[src/rtl/lmc_pkg.sv]
package lmc_pkg;

  typedef enum logic [1:0] {
    MD_OFF  = 2'b00,
    MD_WIDE = 2'b01,
    MD_LOW  = 2'b10,
    MD_MID  = 2'b11
  } lmc_mode_e;

  function automatic logic mode_is_off(input logic [1:0] m);
    return (m == MD_OFF);
  endfunction

  function automatic logic [2:0] range_onehot(input logic [1:0] m);
    logic [2:0] r;
    unique case (m)
      MD_WIDE: r = 3'b001;
      MD_LOW:  r = 3'b010;
      MD_MID:  r = 3'b100;
      default: r = 3'b000;
    endcase
    return r;
  endfunction

endpackage

[src/rtl/lmc_ref_watch.sv]
module lmc_ref_watch #(
  parameter int LOSS_CYC = 64,
  localparam int IW = $clog2(LOSS_CYC + 1)
) (
  input  logic clk,
  input  logic rst_n,
  input  logic clr_i,
  input  logic ref_i,
  output logic edge_o,
  output logic src_ref_o,
  output logic lost_o
);

  localparam logic [IW-1:0] IDLE_MAX = IW'(LOSS_CYC);

  logic [1:0]    sync_q;
  logic          prev_q;
  logic          src_q;
  logic [IW-1:0] idle_q;

  assign edge_o = sync_q[1] ^ prev_q;

  always_ff @(posedge clk or negedge rst_n) begin
    if (!rst_n) begin
      sync_q <= '0;
      prev_q <= 1'b0;
    end else if (clr_i) begin
      sync_q <= '0;
      prev_q <= 1'b0;
    end else begin
      sync_q <= {sync_q[0], ref_i};
      prev_q <= sync_q[1];
    end
  end

  always_ff @(posedge clk or negedge rst_n) begin
    if (!rst_n)         src_q <= 1'b0;
    else if (clr_i)     src_q <= 1'b0;
    else if (edge_o)    src_q <= 1'b1;
  end

  always_ff @(posedge clk or negedge rst_n) begin
    if (!rst_n)                 idle_q <= '0;
    else if (clr_i || edge_o)   idle_q <= '0;
    else if (idle_q != IDLE_MAX) idle_q <= idle_q + 1'b1;
  end

  assign src_ref_o = src_q;
  assign lost_o    = src_q && (idle_q == IDLE_MAX);

endmodule

[src/rtl/lmc_lock_gate.sv]
module lmc_lock_gate #(
  parameter int CW = 10
) (
  input  logic          clk,
  input  logic          rst_n,
  input  logic          run_i,
  input  logic [CW-1:0] wait_i,
  output logic          open_o
);

  logic [CW-1:0] cnt_q;

  always_ff @(posedge clk or negedge rst_n) begin
    if (!rst_n)              cnt_q <= '0;
    else if (!run_i)         cnt_q <= '0;
    else if (cnt_q != '1)    cnt_q <= cnt_q + 1'b1;
  end

  assign open_o = run_i && (cnt_q >= wait_i);

endmodule

[src/rtl/lmc_word_hold.sv]
module lmc_word_hold #(
  parameter int W = 12
) (
  input  logic         clk,
  input  logic         rst_n,
  input  logic         clr_i,
  input  logic         ld_i,
  input  logic [W-1:0] d_i,
  output logic [W-1:0] q_o
);

  always_ff @(posedge clk or negedge rst_n) begin
    if (!rst_n)     q_o <= '0;
    else if (clr_i) q_o <= '0;
    else if (ld_i)  q_o <= d_i;
  end

endmodule

[src/rtl/link_mode_ctrl.sv]
module link_mode_ctrl #(
  parameter int WORD_W   = 12,
  parameter int LOSS_CYC = 64,
  parameter int LOCK_W   = 10
) (
  input  logic              clk,
  input  logic              rst_n,
  input  logic [1:0]        mode_i,
  input  logic              dir_i,
  input  logic              ref_clk_i,
  input  logic [LOCK_W-1:0] lock_wait_i,
  input  logic [WORD_W-1:0] rx_word_i,
  input  logic              rx_word_vld_i,
  output logic              dir_o,
  output logic              pwrdn_o,
  output logic [2:0]        range_o,
  output logic              ser_mode_o,
  output logic              des_mode_o,
  output logic              par_oe_o,
  output logic              par_in_en_o,
  output logic              ser_oe_o,
  output logic              bias_en_o,
  output logic              clk_src_ref_o,
  output logic              ref_lost_o,
  output logic              pll_en_o,
  output logic              data_ok_o,
  output logic [WORD_W-1:0] par_word_o
);
  import lmc_pkg::*;

  logic pd;
  logic ref_edge;
  logic src_ref;
  logic lost_raw;
  logic lost;
  logic word_ld;

  assign pd          = mode_is_off(mode_i);
  assign pwrdn_o     = pd;
  assign range_o     = range_onehot(mode_i);
  assign dir_o       = ~dir_i;
  assign ser_mode_o  = !pd && dir_i;
  assign des_mode_o  = !pd && !dir_i;
  assign par_oe_o    = des_mode_o;
  assign par_in_en_o = ser_mode_o;
  assign bias_en_o   = !pd;

  lmc_ref_watch #(.LOSS_CYC(LOSS_CYC)) u_watch (
    .clk       (clk),
    .rst_n     (rst_n),
    .clr_i     (pd),
    .ref_i     (ref_clk_i),
    .edge_o    (ref_edge),
    .src_ref_o (src_ref),
    .lost_o    (lost_raw)
  );

  assign lost          = !pd && lost_raw;
  assign ref_lost_o    = lost;
  assign clk_src_ref_o = src_ref;
  assign pll_en_o      = !pd && src_ref && !lost_raw;
  assign ser_oe_o      = ser_mode_o && !lost;

  lmc_lock_gate #(.CW(LOCK_W)) u_lock (
    .clk    (clk),
    .rst_n  (rst_n),
    .run_i  (pll_en_o),
    .wait_i (lock_wait_i),
    .open_o (data_ok_o)
  );

  assign word_ld = des_mode_o && rx_word_vld_i;

  lmc_word_hold #(.W(WORD_W)) u_hold (
    .clk   (clk),
    .rst_n (rst_n),
    .clr_i (pd),
    .ld_i  (word_ld),
    .d_i   (rx_word_i),
    .q_o   (par_word_o)
  );

endmodule

[config.mk]
export PLATFORM = sky130hd
export DESIGN_NAME = link_mode_ctrl
export DESIGN_NICKNAME = d
export VERILOG_FILES = /design/src/rtl/lmc_pkg.sv /design/src/rtl/lmc_ref_watch.sv /design/src/rtl/lmc_lock_gate.sv /design/src/rtl/lmc_word_hold.sv /design/src/rtl/link_mode_ctrl.sv
export SDC_FILE = /design/constraint.sdc
export NUM_CORES = 1
export LEC_CHECK = 0
export BUFFER_PORTS_ARGS = -buffer_cell sky130_fd_sc_hd__buf_2
export CAP_MARGIN = 20
export CORE_AREA = 2 2 95 79
export DETAILED_ROUTE_END_ITERATION = 12
export DIE_AREA = 0 0 97 81
export GPL_TIMING_DRIVEN = 0
export HOLD_SLACK_MARGIN = 0.1
export MAX_ROUTING_LAYER = met4
export PLACE_DENSITY = 0.45
export SYNTH_ARGS = -nofsm -noshare
export SYNTH_HDL_FRONTEND = slang
export SYNTH_SLANG_ARGS = --single-unit
[constraint.sdc]
create_clock -name clk -period 1.75 [get_ports clk]
set_input_delay 0 -clock clk [delete_from_list [all_inputs] [get_ports clk]]
set_output_delay 0 -clock clk [all_outputs]
set_load 0.01 [all_outputs]
* Word-level counts from Yosys, hierarchy flattened
Cells that the tools add are included.
** Storage, ports and cells
- Register bits :: 33
- Bits in latches :: 0
- RAM bits :: 0
- Bits in read-only memories :: 0
- Input port bits :: 29
- Word-level logic and storage cells :: 47
- Memories kept :: 0
** Operators by class
- Add/sub/neg operators :: 2
- Multiply operators :: 0
- Div/mod/pow operators :: 0
- Order comparisons :: 1
- Eq/ne operators :: 7
- Shift operators :: 0
- Muxes and demuxes :: 11
- Bitwise gates (word level) :: 2
- Reduce and logical (&&, ||, !) cells :: 18
** Operator list (count)
- 2-to-1 mux 12 bit :: 2
- 2-to-1 mux 10 bit :: 2
- 2-to-1 mux 7 bit :: 2
- adder 10 x 1 -> 10 bit, second input constant :: 1
- >= comparator 10 bit :: 1
- inequality test 10 bit, second input constant :: 1
- logical AND 1 bit :: 9
- one-hot mux 3 bit (3 select lines) :: 1
- adder 7 x 1 -> 7 bit, second input constant :: 1
- equality test 7 bit, second input constant :: 1
- inequality test 7 bit, second input constant :: 1
- nonzero test 2 bit :: 3
- equality test 2 bit, second input constant :: 2
- zero test 1 bit :: 4
- 2-to-1 mux 1 bit :: 3
- equality test 2 x 1 -> 1 bit, second input constant :: 1
- zero test 2 bit :: 1
- 2-to-1 mux 2 bit :: 1
- inequality test 2 bit, second input constant :: 1
- logical OR 1 bit :: 1
- NOT 1 bit :: 1
- bitwise XOR 1 bit :: 1

* Logic depth before layout (Yosys ltp)
Gate-level depths: netlist of run 1.
- Depth in word-level cells :: 6
- Gate-level depth with buffers :: 6
- Gate-level depth less buffers :: 6

* Modules after synthesis
A second synthesis of run 1 with hierarchy kept.
** Unflattened totals
- Cell total of the unflattened synthesis :: 188
- Area total of the unflattened synthesis :: 1846.8 um^2
** By module, submodules not included
- lmc_lock_gate :: times used 1, cells an instance 86, area each 757.0 um^2, seq. area each 250.2 um^2
- lmc_ref_watch :: times used 1, cells an instance 50, area each 505.5 um^2, seq. area each 275.3 um^2
- lmc_word_hold :: times used 1, cells an instance 38, area each 480.5 um^2, seq. area each 300.3 um^2
- link_mode_ctrl :: times used 1, cells an instance 14, area each 103.8 um^2, seq. area each 0.0 um^2

* Worst setup path after synthesis of run 1
OpenSTA, ideal clock, no wires.
- Path kind :: register to register
- From :: register u_lock.cnt_q[1]
- To :: register u_lock.cnt_q[1]
- Arrival :: 1.314 ns
- Slack :: 0.317 ns
- Cell stages (with the launch flop) :: 6
- Buffers on the path :: 0
- Clock period less this slack :: 1.433 ns
- Cells stage by stage :: dfrtp_1 > ha_1 > nand4_4 > nor3_4 > mux2i_1 > nor2_1
** On the way
- Longest elaborated chain between the ends :: 3
- Elaborated cells on any way between the ends :: 5
- Those cells by class :: add/sub: 1; eq/ne: 2; mux: 2
** RTL lines
- from (decl) :: RTL line lmc_lock_gate.sv:11 : logic [CW-1:0] cnt_q;
- from (signal assigned) :: RTL line lmc_lock_gate.sv:16 : else if (cnt_q != '1) cnt_q <= cnt_q + 1'b1;
- adder 10 x 1 -> 10 bit :: RTL line lmc_lock_gate.sv:16
- 2-to-1 mux 10 bit :: RTL line lmc_lock_gate.sv:16
- 2-to-1 mux 10 bit :: RTL line lmc_lock_gate.sv:15 : else if (!run_i) cnt_q <= '0;
Several ways; a longest one is shown, not always the timed one. The select of a mux whose other input is x is not followed.
A chain may end at the register's enable or synchronous reset.

* Final worst setup path of run 1
- From :: register u_lock.cnt_q[9]
- To :: output port data_ok_o
** On the way
- Longest elaborated chain between the ends :: 2
** RTL lines
- >= comparator 10 bit :: RTL line lmc_lock_gate.sv:19 : assign open_o = run_i && (cnt_q >= wait_i);
- logical AND 1 bit :: RTL line lmc_lock_gate.sv:19
- to (decl) :: RTL line link_mode_ctrl.sv:26 : output logic data_ok_o,
No other way between the ends.

==> run metrics, run 1 <==
vias in the first global route approximately 1600; die span in y around 80 um; Hold Vio Cnt, Final 0; DP Wirelength 3070 um; Tot GR Track Use between 10% and 20%; largest area contributor in the netlist dfrtp_1; layout cells sized above 1 36.7%; Slew headroom approximately half; sequential area share after synthesis a little over two fifths; routability cong. 0.709; largest net degree at the start of global routing 34; crit start category register; Top FF cell, synth dfrtp_1; Starting Density approximately a quarter; num rows 28; crit path max-delay cell type dfrtp_2; H-tree levels 2; Post-Syn Area ~1900 um2; drt total wl 4360 um; met1 wire length 2100 um; Via density ~4.4; Synthesized Nets about 250; Antenna Cells 0; clock sink total 33; worst slew pin tran approximately 0.76 ns; Post-DP Area between 2000 and 2500 um2; final cycle utilization of the critical path about 100%; Inserted Clock Buffers 5; # IOs 56; Syn-to-layout area delta 42.5%; Mean Syn Cell Area between 9 and 10 um2; post-synth top area share between 40% and 50%; Fmax between 500 and 600 MHz; synthesized instance count a little over 200; status completed; via count around 1700; Crit Path Category register to primary output; DR pass1 iterations 4; worst setup margin between 0.001 and 0.0015 ns; Async SR Flop Fraction 100%; DRT antenna net count 0; RSZ-0062 raised after global routing true; grt total ovfl 0; port bufs 55; clk_lat worst skew 0.29 ns; Worst EP arrival around 1.8 ns; # fillers roughly 720; worst-path cell chain ha_4, nand4_1, or3_1, a31oi_1, buf_2; buffer depth of the longest clock path 2; top sig layer met4; number of remaining DRC errors 0; Initial DRC Count 84; Post-synth EDFFs 0; pre-CTS WS 0.112 ns; Yosys reg bits 33; storage element area 837 um2; Reg2Reg Setup Slack around 0.11 ns; clk_skew 0.0128 ns; multi-input logic area just under 1000 um2; Unique masters post-synth 37; Synth top cells by count 33 x dfrtp_1, 33 x nand2_1, 24 x nor2_1; Routed WL per cell about 11 um; first-pass GRT wire length approximately 7300 um; Warnings, synthesis 0; Area contributors post-synth dfrtp_1 44%, ha_1 8.7%, nand2_1 6.6%; VDD IR max 0.000340 V; CTS tree built; worst stage delay on the critical path around 0.44 ns; Max-Cap Viols 0; Util after Layout 38.0%; P_leak ~1.4 nW; initial antenna violation count 0; Root Buffer clkbuf_8; metal2 WL slightly below 2000 um; max-slew violation count 0; crit-path max FO 2; design area around 2700 um2; pwr/cell area 739 nW/um2; met3 routed WL approximately 240 um; Final Setup Violations 0; Tmin final between 1.5 and 2 ns; nets@finish between 300 and 400; Die ar. a little under 8000 um2; required time of the critical path around 1.8 ns; Die X between 90 and 100 um; clock-pin slew on the worst setup and hold paths roughly 0.070 ns; Hold Path Class primary input to register; core footprint just over 7000 um2; setup TNS 0 ns; CP Capture Type primary output
## stage by stage
| step | std cells | power, mW | hold slack, ns |
|---|---|---|---|
| 2_1_floorplan | 204 | 1.07 | -0.296 |
| 5_1_grt | 384 | 2.08 | 0.135 |
| 3_3_place_gp | 349 | 1.21 | 0.125 |
| 6_report | 384 | 1.98 | 0.105 |
| 4_1_cts | 380 | 2.00 | 0.102 |
| 3_5_place_dp | 349 | 1.21 | 0.124 |
## state kept, by name, indices dropped and copies added (netlist names)
signal	count
u_hold.q_o	12
u_lock.cnt_q	10
u_watch.idle_q	7
u_watch.sync_q	2
u_watch.prev_q	1
u_watch.src_ref_o	1
## timing repair
item                                   CTS  global route
setup endpoints to repair                2             3
endpoints found under the hold margin   46             0
buffers inserted                         9             4
pin swaps                                2             2
hold buffers                            14             0
resized for setup                       11             2
## placed cells by master (no fill, tap or decap), types with 4 or more instances in the layout
master / Yosys / final
xor2_1: 4 / 4
ha_1: 13 / 10
dfrtp_2: 0 / 9
inv_1: 16 / 16
xnor2_1: 4 / 4
a31oi_1: 4 / 4
a21oi_1: 6 / 6
nor3_1: 5 / 5
nor2_1: 24 / 24
nand2_1: 33 / 33
dlygate4sd3_1: 0 / 14
buf_2: 4 / 59
and2_1: 4 / 4
clkbuf_8: 0 / 6
dfrtp_1: 33 / 24
nand3_1: 16 / 16
buf_4: 2 / 15
## final timing paths
path | from | endpoint | depth (start not counted)
max in group asynchronous | rst_n | u_watch.idle_q[4] | 2
hold reg to reg | u_watch.sync_q[0] | u_watch.sync_q[1] | 1
hold / removal | rx_word_vld_i | u_hold.q_o[1] | 4
setup reg to reg | u_lock.cnt_q[1] | u_lock.cnt_q[1] | 5
setup / recovery | u_lock.cnt_q[9] | data_ok_o | 5
min in group asynchronous | rst_n | u_lock.cnt_q[6] | 2
## power breakdown
group / internal (mW) / switching (mW) / total, mW
Clock: 0.464 / 0.281 / 0.746
Combinational: 0.171 / 0.195 / 0.366
Sequential: 0.820 / 0.0466 / 0.867
## critical path: cells and delay by family, from the launching register on
kind / cells / cell delay, ns
fa+ha+maj: 1 / 0.27
flops: 1 / 0.44
buf+inv: 1 / 0.14
simple gates: 2 / 0.48
compound gates: 1 / 0.12
## logic make-up after synthesis
group / count (synthesis) / share of synthesized area, %
xor gates and xnor gates: 8 / 3.73
AOI/OAI and AO/OA: 18 / 6.26
adders and majority gates: 13 / 8.66
muxes: 3 / 1.60
and+or+nand+nor: 104 / 29.8
DFF: 33 / 43.9
buffers and inverters: 25 / 6.06
## per-layer routing
metal	global-route usage (%)	up-vias
met5	-	-
met4	3.38	0
met3	3.27	7
met2	18.3	42
met1	15.1	782
li1	-	864
## cell type report
| cell class | instances | share of cell area, % |
|---|---|---|
| Inverter | 18 | 2.52 |
| Tap cell | 90 | 4.20 |
| Clock inverter | 1 | 1.12 |
| Sequential cell | 33 | 31.2 |
| Timing Repair Buffer | 82 | 19.1 |
| Buffer | 7 | 1.73 |
| Multi-Input combinational cell | 146 | 36.8 |
| Clock buffer | 7 | 3.22 |
Note: power is estimated with default switching activity, not from simulation.
==> inputs of run 2 (changes only) <==
--- a/config.mk
+++ b/config.mk
@@ -7,13 +7,12 @@
 export LEC_CHECK = 0
 export BUFFER_PORTS_ARGS = -buffer_cell sky130_fd_sc_hd__buf_2
 export CAP_MARGIN = 20
-export CORE_AREA = 2 2 95 79
+export CORE_AREA = 2 2 80 67
 export DETAILED_ROUTE_END_ITERATION = 12
-export DIE_AREA = 0 0 97 81
+export DIE_AREA = 0 0 82 69
 export GPL_TIMING_DRIVEN = 0
 export HOLD_SLACK_MARGIN = 0.1
-export MAX_ROUTING_LAYER = met4
-export PLACE_DENSITY = 0.45
+export PLACE_DENSITY = 0.6
 export SYNTH_ARGS = -nofsm -noshare
 export SYNTH_HDL_FRONTEND = slang
 export SYNTH_SLANG_ARGS = --single-unit
==> run metrics, run 2 (synthesis results as in run 1) <==
Syn-to-layout area delta 42.5% (about the same); RSZ-0062 raised after global routing true (unchanged); crit-path max FO 2 (unchanged); crit path max-delay cell type dfrtp_2 (unchanged); commonest non-fill, non-tap cells in the layout 59 x buf_2, 33 x nand2_1, 25 x dfrtp_1 (was 59 x buf_2, 33 x nand2_1, 24 x nor2_1, 24 x dfrtp_1); Reg2Reg Launch Point u_lock.cnt_q[1] (unchanged); num rows 23 (was 28); Reg2Reg Setup Slack 0.18 ns (was 0.11 ns); H-tree levels 2 (unchanged); buffer depth of the longest clock path 2 (unchanged); pwr/cell area 784 nW/um2 (was 739 nW/um2); Hold Path Class primary input to register (unchanged); status completed (unchanged); core footprint 4830 um2 (was 7040 um2); Slew headroom 50.8% (was 49.6%); DR pass1 iterations 4 (unchanged); final cycle utilization of the critical path 99.5% (was 99.9%); crit path capture data_ok_o (unchanged); Most flops, register u_hold.q_o (unchanged); first-pass GRT wire length 7210 um (was 7250 um); drt total wl 4250 um (was 4360 um); layout cells sized above 1 37.5% (was 36.7%); Routed WL per cell 11.9 um (was 11.3 um); grt total ovfl 0 (unchanged); routability cong. 0.746 (was 0.709); worst-path cell chain ha_4, nand4_1, or3_1, a31oi_1, buf_2 (unchanged); top flop regs u_hold.q_o: 12 flops, u_lock.cnt_q: 10 flops, u_watch.idle_q: 7 flops (unchanged); Max-Cap Viols 0 (unchanged); Die ar. 5660 um2 (was 7860 um2); via count 1698 (was 1695); Tmin final 1.74 ns (was 1.75 ns); Starting Density 38.9% (was 26.7%); Hold Vio Cnt, Final 0 (unchanged); pre-CTS WS 0.101 ns (was 0.112 ns); clock sink total 33 (unchanged); initial antenna violation count 0 (unchanged); Initial DRC Count 61 (was 84); nets@finish 337 (was 335); Crit Path Category register to primary output (unchanged); Final Setup Violations 0 (unchanged); Inserted Clock Buffers 5 (unchanged); worst stage delay on the critical path 0.43 ns (was 0.44 ns); P_leak 1.39 nW (was 1.37 nW); Util after Layout 55.4% (was 38.0%); vias in the first global route 1591 (was 1581); worst slew pin tran 0.739 ns (was 0.756 ns); clk_skew 0.00902 ns (was 0.0128 ns); worst setup margin 0.00852 ns (was 0.00137 ns); die span in y 69 um (was 81 um); Fmax 574 MHz (was 572 MHz); largest net degree at the start of global routing 34 (unchanged); Die X 82 um (was 97 um); number of remaining DRC errors 0 (unchanged); port bufs 55 (unchanged); Tot GR Track Use 16.1% (was 11.7%); Antenna Cells 0 (unchanged); commonest non-fill, non-tap cell in the layout buf_2 (unchanged); Critical R2R Capture u_lock.cnt_q[1] (unchanged); clock-pin slew on the worst setup and hold paths 0.08 ns (was 0.07 ns); clk_lat worst skew 0.28 ns (was 0.29 ns); required time of the critical path 1.75 ns (about the same); crit start category register (unchanged); CP startpoint u_lock.cnt_q[7] (was u_lock.cnt_q[9]); # IOs 56 (unchanged); VDD IR max 0.000511 V (was 0.000340 V); max-slew violation count 0 (unchanged); Largest register FFs 12 (unchanged); CP Capture Type primary output (unchanged); CTS tree built (unchanged); Root Buffer clkbuf_8 (unchanged); DP Wirelength 2830 um (was 3070 um); R2R cell count 5 (unchanged); Worst EP arrival 1.74 ns (was 1.75 ns); Via density 4.74 (was 4.41); DRT antenna net count 0 (unchanged)
==> run 2: cell types whose count changed in the layout (fill, tap and decap cells not counted), sizes merged <==
cell    delta
clkinv     +1
buf        +2
clkbuf     -2
bufinv     +1
==> run 2: area by class of cell <==
| cell class | instances | area, um2 |
|---|---|---|
| buffer | 7 | 46.3 |
| inverter | 18 | 67.6 |
| timing repair buffer | 84 | 528 |
| sequential | 33 | 836 |
| tap | 62 | 77.6 |
| clock buffer | 5 | 68.8 |
| fill | 434 | 2160 |
| clock inverter | 3 | 65.1 |
| multi-input combinational | 146 | 988 |
==> run 2: power by group <==
group	internal [mW]	switching, mW
sequential	0.820	0.0443
clock	0.566	0.292
combinational	0.178	0.200
total	1.56	0.536
==> run 2: metal layers <==
metal / vias to the layer above / share of wire [%] / GRT usage (%)
li1: 869 / - / -
met1: 776 / 46 / 22.1
met2: 49 / 49 / 24.8
met3: 4 / 4.7 / 3.66
met4: 0 / 0.87 / 5.93
met5: - / 0 / 0
==> run 2: through the flow <==
stage                     hold WS [ns]  std cells  TNS, ns  power, mW  area [um2]
after floorplan                 -0.296        204        0       1.07        1880
after global placement           0.109        321        0       1.20        2230
after detailed placement         0.114        321        0       1.22        2230
after CTS                        0.106        351  -0.0185       2.12        2610
after global routing             0.133        358  -0.0633       2.21        2680
final                            0.106        358        0       2.10        2680
==> run 2: worst min-delay path by stage <==
stage | to | cells past startpoint | from | slack, ns
2_1_floorplan | u_hold.q_o[0] | 0 | rst_n | -0.30
3_3_place_gp | u_hold.q_o[4] | 1 | rst_n | 0.11
3_5_place_dp | u_hold.q_o[4] | 1 | rst_n | 0.11
4_1_cts | u_hold.q_o[1] | 4 | rx_word_vld_i | 0.11
5_1_grt | u_hold.q_o[1] | 4 | rx_word_vld_i | 0.13
6_report | u_hold.q_o[0] | 4 | rx_word_vld_i | 0.11
==> run 2: worst max-delay path: cells and delay by family (launching register included) <==
| kind | cells | cell delay [ns] |
|---|---|---|
| and+or+nand+nor | 2 | 0.48 |
| adders and majority gates | 1 | 0.27 |
| buffers and inverters | 1 | 0.15 |
| DFF | 1 | 0.43 |
| AOI/OAI and AO/OA | 1 | 0.13 |
==> run 2: repair_timing <==
item	CTS	global route
endpoints found under the hold margin	46	0
buffers inserted	8	7
resized for setup	10	3
pin swaps	2	3
hold buffers	14	0
setup endpoints to repair	2	3
==> inputs of run 3 (changes only) <==
==> constraint.sdc (replaced) <==
create_clock -name clk -period 1.75 [get_ports clk]
set_input_delay 0.525 -clock clk [delete_from_list [all_inputs] [get_ports clk]]
set_output_delay 0.525 -clock clk [all_outputs]
set_load 0.01 [all_outputs]
==> run metrics, run 3 (synthesis results as in run 1) <==
status finished, violations left (was completed); failing checks setup timing; die span in y 69 um (unchanged); CP Capture Type primary output (unchanged); cell family with most CP delay simple AND/OR/NAND/NOR gates (unchanged); Worst EP arrival 1.77 ns (was 1.74 ns); Largest register FFs 12 (unchanged); worst-path cell chain ha_4, nand4_1, or3_4, a31oi_2, buf_2 (was ha_4, nand4_1, or3_1, a31oi_1, buf_2); Inserted Clock Buffers 5 (unchanged); worst setup margin -0.543 ns (was 0.00852 ns); Most flops, register u_hold.q_o (unchanged); DP Wirelength 2840 um (was 2830 um); setup TNS -1.47 ns (was 0 ns); # fillers 453 (was 434); CTS tree built (unchanged); core footprint 4830 um2 (unchanged); Initial DRC Count 50 (was 61); port bufs 55 (unchanged); commonest non-fill, non-tap cells in the layout 50 x buf_2, 33 x nand2_1, 27 x dfrtp_1 (was 59 x buf_2, 33 x nand2_1, 25 x dfrtp_1); part of the power in the clock network 37.1% (was 40.8%); drt total wl 4190 um (was 4250 um); Tot GR Track Use 16.1% (about the same); DRT antenna net count 0 (unchanged); CP startpoint u_lock.cnt_q[7] (unchanged); commonest non-fill, non-tap cell in the layout buf_2 (unchanged); P_leak 1.39 nW (about the same); Max-Cap Viols 0 (unchanged); Starting Density 38.9% (unchanged); Antenna Cells 0 (unchanged); max-slew violation count 0 (unchanged); design area 2670 um2 (was 2680 um2); Stages on worst setup path 5 (unchanged); crit-path max FO 2 (unchanged); Reg2Reg Launch Point u_lock.cnt_q[1] (unchanged); CP Buf/Inv Count 1 (unchanged); R2R cell count 5 (unchanged); worst stage delay on the critical path 0.43 ns (about the same); switching portion of total power 26.3% (was 25.5%); clock sink total 33 (unchanged); via count 1650 (was 1698); Hold Vio Cnt, Final 0 (unchanged); clock-pin slew on the worst setup and hold paths 0.07 ns (was 0.08 ns); Die ar. 5660 um2 (unchanged); RSZ-0062 raised after global routing true (unchanged); P_sw 524 uW (was 536 uW); worst slew pin tran 0.736 ns (was 0.739 ns); Flop pwr share 43.5% (was 41.1%); Gate power share 19.4% (was 18.0%); Critical R2R Capture u_lock.cnt_q[1] (unchanged); VDD IR max 0.000343 V (was 0.000511 V); Post-DP Area 2270 um2 (was 2230 um2); Tmin final 2.29 ns (was 1.74 ns); first-pass GRT wire length 7040 um (was 7210 um); Pint 1.47 mW (was 1.56 mW); Reg2Reg Setup Slack 0.14 ns (was 0.18 ns); largest net degree at the start of global routing 34 (unchanged); Die X 82 um (unchanged); routability cong. 0.769 (was 0.746); crit start category register (unchanged); # IOs 56 (unchanged); Root Buffer clkbuf_8 (unchanged); Hold Path Class primary input to asynchronous set/reset pin (was primary input to register); nets@finish 330 (was 337); initial antenna violation count 0 (unchanged); Final Setup Violations 4 (was 0); DR pass1 iterations 4 (unchanged); required time of the critical path 1.22 ns (was 1.75 ns); top flop regs u_hold.q_o: 12 flops, u_lock.cnt_q: 10 flops, u_watch.idle_q: 7 flops (unchanged); clk_lat worst skew 0.28 ns (about the same); buffer depth of the longest clock path 2 (unchanged); crit path capture data_ok_o (unchanged); Routed WL per cell 11.9 um (about the same); number of remaining DRC errors 0 (unchanged); Via density 4.70 (was 4.74); grt total ovfl 0 (unchanged); num rows 23 (unchanged); Fmax 436 MHz (was 574 MHz); final cycle utilization of the critical path 131% (was 99.5%); layout cells sized above 1 41.2% (was 37.5%); H-tree levels 2 (unchanged); clk_skew 0.00598 ns (was 0.00902 ns); pwr/cell area 746 nW/um2 (was 784 nW/um2); Syn-to-layout area delta 42.1% (was 42.5%); crit path max-delay cell type dfrtp_2 (unchanged); vias in the first global route 1557 (was 1591); Crit Path Category register to primary output (unchanged); Slew headroom 50.9% (was 50.8%); CTS Hold Buffers Added 0 (was 14)
-- run 3: changes by cell type in the layout (fill, tap and decap cells not counted), sizes merged --
| cell | delta |
|---|---|
| dlygate4sd3 | -14 |
| clkbuf | +2 |
| clkinv | -1 |
| buf | +7 |
| bufinv | -1 |
-- run 3: worst reg2reg max path, cell delays in order (launching register included) --
cell and delay, ns:
dfrtp_1 0.43, ha_1 0.34, nand4_4 0.17, nor3_4 0.28
mux2i_1 0.21, nor2_1 0.06
-- run 3: per-stage QoR --
stage	std cells	worst slack [ns]	power (mW)	utilization, %	hold WS [ns]
finish	351	-0.543	1.99	55.2	0.302
global route	351	-0.637	2.12	55.2	0.365
CTS	347	-0.526	2.01	54.5	0.335
detailed placement	321	-0.509	1.22	46.9	0.442
global placement	321	-0.482	1.21	46.9	0.430
floorplan	204	-0.250	1.08	-	0.229
-- run 3: how the worst min path moves through the flow --
stage                              endpoint              start  slack (ns)  cells past startpoint
after CTS                   u_lock.cnt_q[0]              rst_n        0.33                      1
after global placement    u_watch.sync_q[1]  u_watch.sync_q[0]        0.43                      1
after global routing         u_hold.q_o[11]              rst_n        0.36                      1
after detailed placement  u_watch.sync_q[1]  u_watch.sync_q[0]        0.44                      1
after floorplan               u_hold.q_o[0]              rst_n        0.23                      0
final                       u_lock.cnt_q[4]              rst_n        0.30                      1
-- run 3: layer usage --
layer	part of all wire [%]	vias to the layer above	GRT usage (%)	wire, um
met2	48	36	24.7	2000
li1	-	852	-	-
met5	0	-	0	0
met4	0.48	0	3.33	20
met3	5.2	2	5.89	219
met1	47	760	21.9	1950
-- run 3: power groups by stage --
stage	clock, mW	combinational, mW	sequential [mW]
floorplan	0	0.187	0.892
global placement	0	0.329	0.883
detailed placement	0	0.333	0.884
CTS	0.757	0.391	0.864
global route	0.803	0.437	0.875
finish	0.738	0.387	0.866
-- run 3: layout make-up --
type / count / area (um2) / area share [%]
clock buffer: 7 / 86.3 / 3.23
tap: 62 / 77.6 / 2.91
sequential: 33 / 833 / 31.2
multi-input combinational: 146 / 1030 / 38.5
clock inverter: 1 / 30.0 / 1.12
inverter: 18 / 75.1 / 2.81
timing repair buffer: 82 / 529 / 19.8
buffer: 2 / 10.0 / 0.375
-- run 3: what timing repair did --
item / in CTS / in global routing
gates resized for setup: 24 / 2
endpoints found under the hold margin: 0 / 0
pin swaps: 7 / 4
endpoints found under the setup margin: 10 / 9
buffers inserted: 21 / 6
